--- config.mk ---
export PLATFORM = sky130hd
export DESIGN_NAME = row_view_latch
export DESIGN_NICKNAME = d
export VERILOG_FILES = /design/src/rtl/row_view_pkg.sv /design/src/rtl/line_edge_det.sv /design/src/rtl/view_mode_sel.sv /design/src/rtl/seg_view_cell.sv /design/src/rtl/row_view_latch.sv
export SDC_FILE = /design/constraint.sdc
export NUM_CORES = 1
export LEC_CHECK = 0
export BUFFER_PORTS_ARGS = -buffer_cell sky130_fd_sc_hd__buf_2
export CAP_MARGIN = 0
export CORE_AREA = 2 2 506 508
export CTS_CLUSTER_SIZE = 14
export DETAILED_ROUTE_END_ITERATION = 16
export DIE_AREA = 0 0 508 510
export SLEW_MARGIN = 0
export SYNTH_ARGS = -nofsm -noshare
export SYNTH_HDL_FRONTEND = slang
export SYNTH_SLANG_ARGS = --single-unit
export TNS_END_PERCENT = 10
--- constraint.sdc ---
create_clock -name clk -period 2.5 [get_ports clk]
set_input_delay 0.25 -clock clk [delete_from_list [all_inputs] [get_ports clk]]
set_output_delay 0.25 -clock clk [all_outputs]
set_load 0.02 [all_outputs]
--- src/rtl/row_view_pkg.sv ---
package row_view_pkg;

  // Effective view applied to a captured row, already resolved by precedence
  typedef enum logic [1:0] {
    VIEW_NORMAL  = 2'd0,
    VIEW_INVERT  = 2'd1,
    VIEW_BLANK   = 2'd2,
    VIEW_FULL    = 2'd3
  } view_mode_e;

endpackage

--- src/rtl/line_edge_det.sv ---
module line_edge_det (
  input  logic clk,
  input  logic rst,
  input  logic line_clk,
  output logic load
);

  logic line_q;

  always_ff @(posedge clk) begin
    if (rst) line_q <= 1'b0;
    else     line_q <= line_clk;
  end

  assign load = line_clk & ~line_q;

endmodule

--- src/rtl/view_mode_sel.sv ---
module view_mode_sel
  import row_view_pkg::*;
(
  input  logic       disp_on,
  input  logic       all_on,
  input  logic       reverse,
  output view_mode_e mode
);

  // blanking beats forced-on, which beats inversion
  always_comb begin
    if (!disp_on)     mode = VIEW_BLANK;
    else if (all_on)  mode = VIEW_FULL;
    else if (reverse) mode = VIEW_INVERT;
    else              mode = VIEW_NORMAL;
  end

endmodule

--- src/rtl/seg_view_cell.sv ---
module seg_view_cell
  import row_view_pkg::*;
#(
  parameter int GW = 4
) (
  input  view_mode_e    mode,
  input  logic [GW-1:0] gin,
  output logic [GW-1:0] gout
);

  localparam logic [GW-1:0] GMAX = '1;

  always_comb begin
    unique case (mode)
      VIEW_BLANK:  gout = '0;
      VIEW_FULL:   gout = GMAX;
      VIEW_INVERT: gout = GMAX - gin;
      default:     gout = gin;
    endcase
  end

endmodule

--- src/rtl/row_view_latch.sv ---
module row_view_latch
  import row_view_pkg::*;
#(
  parameter int NSEG = 160,
  parameter int GW   = 4
) (
  input  logic                 clk,
  input  logic                 rst,
  input  logic                 line_clk,
  input  logic [NSEG*GW-1:0]   ram_row,
  input  logic                 disp_on,
  input  logic                 all_on,
  input  logic                 reverse,
  output logic [NSEG*GW-1:0]   seg_out
);

  localparam int ROWW = NSEG * GW;

  logic            load;
  view_mode_e      mode;
  logic [ROWW-1:0] row_next;

  line_edge_det u_edge (
    .clk      (clk),
    .rst      (rst),
    .line_clk (line_clk),
    .load     (load)
  );

  view_mode_sel u_mode (
    .disp_on (disp_on),
    .all_on  (all_on),
    .reverse (reverse),
    .mode    (mode)
  );

  for (genvar k = 0; k < NSEG; k++) begin : g_seg
    seg_view_cell #(.GW(GW)) u_cell (
      .mode (mode),
      .gin  (ram_row[k*GW +: GW]),
      .gout (row_next[k*GW +: GW])
    );
  end

  // one register: controls and row are taken together at the strobe edge
  always_ff @(posedge clk) begin
    if (rst)       seg_out <= '0;
    else if (load) seg_out <= row_next;
  end

endmodule

# Yosys cells after proc, flatten, opt, wreduce, memory -nomap -nowiden

Index checks and enable logic that the tools add are counted.

Add/sub/neg operators: 160
Equality and inequality tests: 3
Muxes and demuxes: 163
Bitwise logic cells: 2

Operators by type and width:

| cell                  | number |
|---|---|
| $pmux W4 S3           | 160 |
| $sub A4 B4 Y4 const A | 160 |
| $eq A2 B2 Y1 const B  | 2 |
| $mux W2               | 2 |
| $eq A2 B1 Y1 const B  | 1 |
| $and A1 B1 Y1         | 1 |
| $mux W1               | 1 |
| $not A1 Y1            | 1 |

Bits in registers: 641
Input bits: 646
Output and inout port bits: 640
Logic and storage cells: 330

# Depth between registers and ports, before layout

Gate-level depths: netlist of run 1.

Depth after elaboration: 5
Gate-level depth with buffers: 7
Gate-level depth less buffers: 3

# Modules after synthesis

A second synthesis of run 1 with hierarchy kept.

Cells, all modules: 3,507
Area total of the unflattened synthesis: 33,741.1 µm²

Modules (own cells, without submodules):

| module         | instances | cells each | area an instance (µm²) | sequential area each (µm²) |
|---|---|---|---|---|
| row_view_latch | 1         | 2,062      | 23,269.8               | 12,812.3 |
| seg_view_cell  | 160       | 9          | 65.1                   | 0.0 |
| line_edge_det  | 1         | 3          | 47.5                   | 20.0 |
| view_mode_sel  | 1         | 2          | 13.8                   | 0.0 |

# Least setup slack after synthesis of run 1

OpenSTA, ideal clock, no wires.

Path kind: reg2reg
From: register u_edge.line_q
To: register seg_out[260]
Library setup time: 0.115 ns
Data arrival time: 1.108 ns
Data required time: 2.385 ns
Setup slack: 1.277 ns
Stages on the path, launching flop included: 8
Path buffers: 4
Clock period less this slack: 1.223 ns
Path through: dfxtp_1 -> nor2b_4 -> buf_6 -> nand3b_4 -> buf_6 -> buf_6 -> buf_6 -> o2bb2ai_2

Longest elaborated chain between the ends: 2

RTL lines:

| item                   | line                 | source |
|---|---|---|
| from (decl)            | line_edge_det.sv:8   | `logic line_q;` |
| from (signal assigned) | line_edge_det.sv:12  | `else line_q <= line_clk;` |
| $not A1 Y1             | line_edge_det.sv:15  | `assign load = line_clk & ~line_q;` |
| $and A1 B1 Y1          | line_edge_det.sv:15  |  |
| to (signal assigned)   | row_view_latch.sv:48 | `else if (load) seg_out <= row_next;` |
| to (decl)              | row_view_latch.sv:14 | `output logic [NSEG*GW-1:0] seg_out` |

Every way passes these cells.
A chain may end at the register's enable or synchronous reset.

# Worst setup path in the final report of run 1

From: register seg_out[368]
To: output seg_out[368]

No word-level cell between the ends.

==> results_dict.tcl, run 1 <==
set metrics [dict create \
    status "finished clean" \
    vias_per_cell 3.594 \
    synthesis.nets 3496 \
    fin_nets 5362 \
    netSwitchingFraction_pct 31.95 \
    cts_root_buf "clkbuf_16" \
    cp_data_required_time_ns 2.25 \
    drt_iter0_drc 1304 \
    grt_usage_pct 15.33 \
    io_buffers 1285 \
    dieArea_sq_um 259100 \
    hpwl_um 175600 \
    power_density_nw_per_um2 607.9 \
    total_leakage_power_nw 22.90 \
    dr.max_layer_used "met5" \
    timing.final.max_slew_violations 0 \
    grt_pass1_wl_um 268300 \
    crit_path_start "seg_out[368]" \
    post-route-drc-count 0 \
    worstMarginPinSlew_ns 0.7995 \
    coreArea_sq_um 253500 \
    core.rowCount 185 \
    tritoncts "built" \
    start_util_pct 12.79 \
    clock_latency_ns 0.73 \
    wl_met2_um 89730 \
    cts_buffers 85 \
    post-cts-setup-buffer-count 0 \
    worstHoldPathType "in -> reg" \
    htreeDepth 3 \
    gp_congestion 0.8991 \
    crit_chain "buf_2" \
    syn-cell-area_sq_um 32420 \
    p_seq_share_pct 35.5 \
    crit_cells 1 \
    clockBufferDepth 3 \
    rsz0062_at_grt "no" \
    grt_pass1_vias 30590 \
    cp.arrival_ns 1.58 \
    wire_per_inst_um 25.33 \
    num_vias 29540 \
    io_pins 1286 \
    slew_headroom_pct 46.70 \
    yosysTopAreaCellShare_pct 39.58 \
    area_growth_pct 61.31 \
    dr.pass1.iters 5 \
    p_int_mw 21.63 \
    cts.clk_slew.worst_paths_ns 0.06 \
    reg2reg_from "u_edge.line_q" \
    antenna_found_initial 125 \
    wl_um 208200 \
    mostFrequentLayoutCell "buf_2" \
    max_freq_mhz 547.0 \
    ys_ff_latch 641 \
    synth_area_leaders "dfxtp_1, o2bb2ai_2, xor2_1, nor2_1, buf_6" \
    chipWidth_um 508 \
    finalClockSkew_ns 0.03425 \
    critPathLaunchType "flip-flop" \
    holdPathStages 3 \
    cp-endpoint "seg_out[368]" \
    timing.hold.ws_ns 0.05684 \
    endpoint_kind "primary output" \
    finalCriticalPeriod_ns 1.828 \
    postRouteAntennaNets 0 \
    switching_power_mw 10.16 \
    syn_inst 2850 \
    netlist.top_cell.by_area "dfxtp_1" \
    crit_type "reg -> out" \
    fill_cells 27410 \
    drt-met1-wl_um 75630 \
    slowest_delay_ns 0.48 \
    finalHoldViolCount 0 \
    setup_viol 0 \
    fin_tns_setup_ns 0 \
    rrSetupSlack_ns 0.69 \
    postCtsHoldBufs 633 \
    yosysWarnings 0 \
    vdd_drop_max_mv 0.4845 \
    synth_seq_area_share_pct 39.58 \
    clockPowerShare_pct 42.7 \
    cpMaxStageDelayCell "dfxtp_1" \
    die_h_um 510 \
    path_max_fanout 2 \
    synth.distinct_cells 20 \
    critPathTopFamily "flip-flops" \
    period_share_pct 73.12 \
    avgSynthCellArea_sq_um 11.38 \
    grt_overflow 0 \
    dr_wl_met3_um 31540 \
    reg2reg_to "seg_out[289]" \
    combinationalPowerShare_pct 21.8 \
    final_cell_mix "buf_2, dfxtp_1, xor2_1, nor2_1, dlygate4sd3_1" \
    worst-path-buf-inv 1 \
    maxCapViolations 0 \
    cts.sinks 641 \
    drive_gt1_share_pct 45.79 \
    cts_resized 0 \
    grt_max_degree 108 \
    ff2ff_path_depth 5 \
]
## cell usage after synthesis
| cell | number |
|---|---|
| xor2_1 | 639 |
| nor2_4 | 1 |
| buf_4 | 62 |
| nor2b_1 | 1 |
| nor2_1 | 639 |
| nor2b_4 | 1 |
| buf_6 | 65 |
| mux2i_1 | 1 |
| dfxtp_1 | 641 |
| a311oi_1 | 1 |
| o2bb2ai_2 | 610 |
| buf_8 | 5 |
| buf_1 | 2 |
| clkbuf_4 | 60 |
| xnor2_1 | 1 |
| o2bb2ai_1 | 29 |
| clkbuf_1 | 64 |
| nand3b_4 | 1 |
| inv_1 | 1 |
| buf_2 | 26 |
## worst reg2reg max path: cells and delay by family (launching register included)
family,cells,cell delay (ns)
DFF,1,0.32
AOI/OAI and AO/OA,1,0.26
and+or+nand+nor,2,0.53
buffers and inverters,2,0.62
## final cells by class
class | count | area (sq um) | area share (%)
timing repair buffer | 2063 | 14530 | 27.77
clock inverter | 49 | 718.2 | 1.373
inverter | 1 | 3.754 | 0.007177
multi-input combinational | 1924 | 17490 | 33.43
clock buffer | 107 | 2350 | 4.492
sequential | 641 | 12830 | 24.53
antenna | 70 | 175.2 | 0.3349
tap | 3366 | 4212 | 8.052
## cell families after synthesis
kind of cell              count (synthesis)  synth area share [%]
and+or+nand+nor                         643                 7.556
DFF                                     641                 39.58
AOI/OAI and AO/OA                       640                 29.06
xor gates and xnor gates                640                 17.29
buffers and inverters                   285                 6.491
muxes                                     1               0.03087
## power groups by stage
stage	registers [mW]	clock network (mW)	logic, mW
after floorplan	12.1	0	2.61
after global placement	11.5	0	6.05
after detailed placement	11.5	0	6.11
after CTS	11.3	14.0	7.08
after global routing	11.3	14.3	7.46
final	11.3	13.6	6.94
## through the flow
step	utilization, %	instance area (sq um)	setup slack (ns)	total power [mW]	instances
global route	20.63	52280	0.6231	33.10	8210
floorplan	-	32420	1.277	14.74	2850
detailed placement	16.86	42720	0.4821	17.58	7362
CTS	20.57	52130	0.6279	32.35	8151
finish	20.64	52300	0.6719	31.79	8221
global placement	16.86	42720	0.5169	17.52	7362
## registers in the layout (all words and copies together), names as in the netlist
name,flops
seg_out,640
u_edge.line_q,1
## routing by layer
layer	vias to the layer above	track usage [%]
met5	-	0
met4	54	7.338
met3	392	10.51
met2	1400	23.82
met1	14040	15.66
li1	13660	-
## how the worst min path moves through the flow
stage                  from            end  slack, ns
2_1_floorplan           rst  u_edge.line_q       0.32
3_3_place_gp   seg_out[485]   seg_out[485]       0.44
3_5_place_dp   seg_out[493]   seg_out[493]       0.44
4_1_cts             reverse   seg_out[322]      0.007
5_1_grt        ram_row[332]   seg_out[332]       0.07
6_report             all_on   seg_out[603]       0.06
Note: power is estimated with default switching activity, not from simulation.
==> inputs of run 2 (changes only) <==
- clock period: 2.5 -> 1.75 ns (I/O delays scaled with it)
==> results_dict.tcl, run 2 (same netlist as run 1, synthesis figures left out) <==
set metrics [dict create \
    status "finished clean" \
    coreArea_sq_um 253500 \
    grt_pass1_vias 31200 \
    crit_type "reg -> reg" \
    post-cts-setup-buffer-count 0 \
    period_share_pct 97.18 \
    power_density_nw_per_um2 829.6 \
    endpoint_kind "flip-flop" \
    setup_viol 0 \
    worstHoldPathType "in -> reg" \
    dr.pass1.iters 5 \
    mostFrequentLayoutCell "buf_2" \
    core.rowCount 185 \
    largest_reg_flops 640 \
    cts.sinks 641 \
    clockPowerShare_pct 39.8 \
    grt_usage_pct 15.40 \
    maxCapViolations 0 \
    p_seq_share_pct 36.9 \
    wl_um 209000 \
    dieArea_sq_um 259100 \
    holdCritStartpoint "ram_row[148]" \
    vias_per_cell 3.622 \
    reg2reg_to "seg_out[161]" \
    finalClockSkew_ns 0.04461 \
    top_register "seg_out" \
    grt.busiest_layer "met2" \
    finalCriticalPeriod_ns 1.701 \
    grt.met2_usage_pct 23.84 \
    final_cell_mix "buf_2, dlygate4sd3_1, dfxtp_1" \
    combinationalPowerShare_pct 23.3 \
    cts_root_buf "clkbuf_16" \
    tritoncts "built" \
    timing.hold.ws_ns 0.04613 \
    hpwl_um 176000 \
    fin_nets 5432 \
    worstMarginPinSlew_ns 0.6248 \
    cts.clk_slew.worst_paths_ns 0.06 \
    gp_congestion 0.8950 \
    p_int_mw 29.52 \
    switching_power_mw 14.16 \
    utilization_pct 20.78 \
    netSwitchingFraction_pct 32.42 \
    grt.met1_usage_pct 15.74 \
    htreeDepth 3 \
    reg2reg_from "u_edge.line_q" \
    fill_cells 27300 \
    grt_overflow 0 \
    path_max_fanout 17 \
    drive_gt1_share_pct 45.96 \
    slew_headroom_pct 58.21 \
    clock_latency_ns 0.73 \
    die_h_um 510 \
    timing.final.max_slew_violations 0 \
    clockBufferDepth 3 \
    grt_max_degree 93 \
    rsz0062_at_grt "no" \
    num_vias 30040 \
    gr-usage-met3_pct 10.60 \
    io_pins 1286 \
    drt_iter0_drc 1273 \
    reg.largest.list "seg_out (640), u_edge.line_q (1)" \
    max_freq_mhz 588.0 \
    wire_per_inst_um 25.20 \
    antenna_found_initial 112 \
    finalHoldViolCount 0 \
    area_growth_pct 62.41 \
    start_util_pct 12.79 \
    total_leakage_power_nw 23.13 \
    io_buffers 1285 \
    cts_buffers 82 \
    grt_pass1_wl_um 271900 \
    min_to "seg_out[148]" \
    vdd_drop_max_mv 0.6326 \
    post-route-drc-count 0 \
    ff2ff_path_depth 7 \
    cp.arrival_ns 2.34 \
    holdPathStages 4 \
    critPathLaunchType "flip-flop" \
    cp_data_required_time_ns 2.38 \
    rrSetupSlack_ns 0.05 \
    chipWidth_um 508 \
    postRouteAntennaNets 0 \
]
## run 2: cell count changes in the layout (fill, tap and decap cells not counted), moves of 2 or more
cell | previous run | this run
buf_4 | 93 | 144
dlygate4sd3_1 | 633 | 649
diode_2 | 70 | 81
bufinv_16 | 13 | 4
clkbuf_1 | 8 | 17
inv_6 | 11 | 3
buf_12 | 52 | 59
clkinv_4 | 6 | 2
clkbuf_16 | 85 | 83
clkbuf_8 | 14 | 16
## run 2: area by class of cell
type / instances / area (sq um) / share of cell area (%)
clock buffers: 116 / 2361 / 4.483
inverters: 1 / 3.754 / 0.007128
well taps: 3366 / 4212 / 7.998
flip-flops and latches: 641 / 12830 / 24.37
diodes: 81 / 202.7 / 0.3849
clock inverters: 28 / 357.8 / 0.6795
multi-input cells: 1924 / 17490 / 33.21
repair buffers: 2136 / 15200 / 28.87
## run 2: worst max-delay path, cell delays in order, from the launching register on
cell       delay [ns]
dfxtp_1          0.33
nor2b_4          0.21
nand3b_4         0.18
buf_12           0.20
buf_12           0.15
buf_12           0.16
buf_12           0.17
o2bb2ai_2        0.15
## run 2: what timing repair did
item                                    4_1_cts  5_1_grt
hold buffers                                649        0
endpoints found under the setup margin        1        0
resized for setup                             1        0
endpoints found under the hold margin       638        0
## run 2: worst max path at each step
stage / startpoint / endpoint / depth (start not counted)
after floorplan: u_edge.line_q / seg_out[260] / 7
after global placement: reverse / seg_out[505] / 6
after detailed placement: reverse / seg_out[505] / 6
after CTS: seg_out[210] / seg_out[210] / 1
after global routing: u_edge.line_q / seg_out[183] / 7
final: u_edge.line_q / seg_out[161] / 7
## run 2: metrics by stage
step,setup slack (ns),TNS (ns),instance area [sq um],instances,power (mW)
2_1_floorplan,0.5270,0,32420,2850,21.05
3_3_place_gp,-0.07222,-0.1193,43240,7419,25.23
3_5_place_dp,-0.09034,-0.1558,43240,7419,25.31
4_1_cts,0.01941,0,52460,8212,44.34
5_1_grt,0.006579,0,52610,8274,45.45
6_report,0.04942,0,52660,8293,43.69
## run 2: layer usage
| layer | part of all wire, % | vias up |
|---|---|---|
| met1 | 36 | 14410 |
| met3 | 15 | 372 |
| met2 | 43 | 1385 |
| li1 | - | 13830 |
| met4 | 5.6 | 42 |
| met5 | 0.14 | - |
## run 2: power groups by stage
stage	Clock [mW]	Combinational, mW	Sequential [mW]
finish	17.4	10.2	16.1
global route	18.4	10.9	16.2
CTS	17.9	10.3	16.1
detailed placement	0	8.92	16.4
global placement	0	8.85	16.4
floorplan	0	3.73	17.3
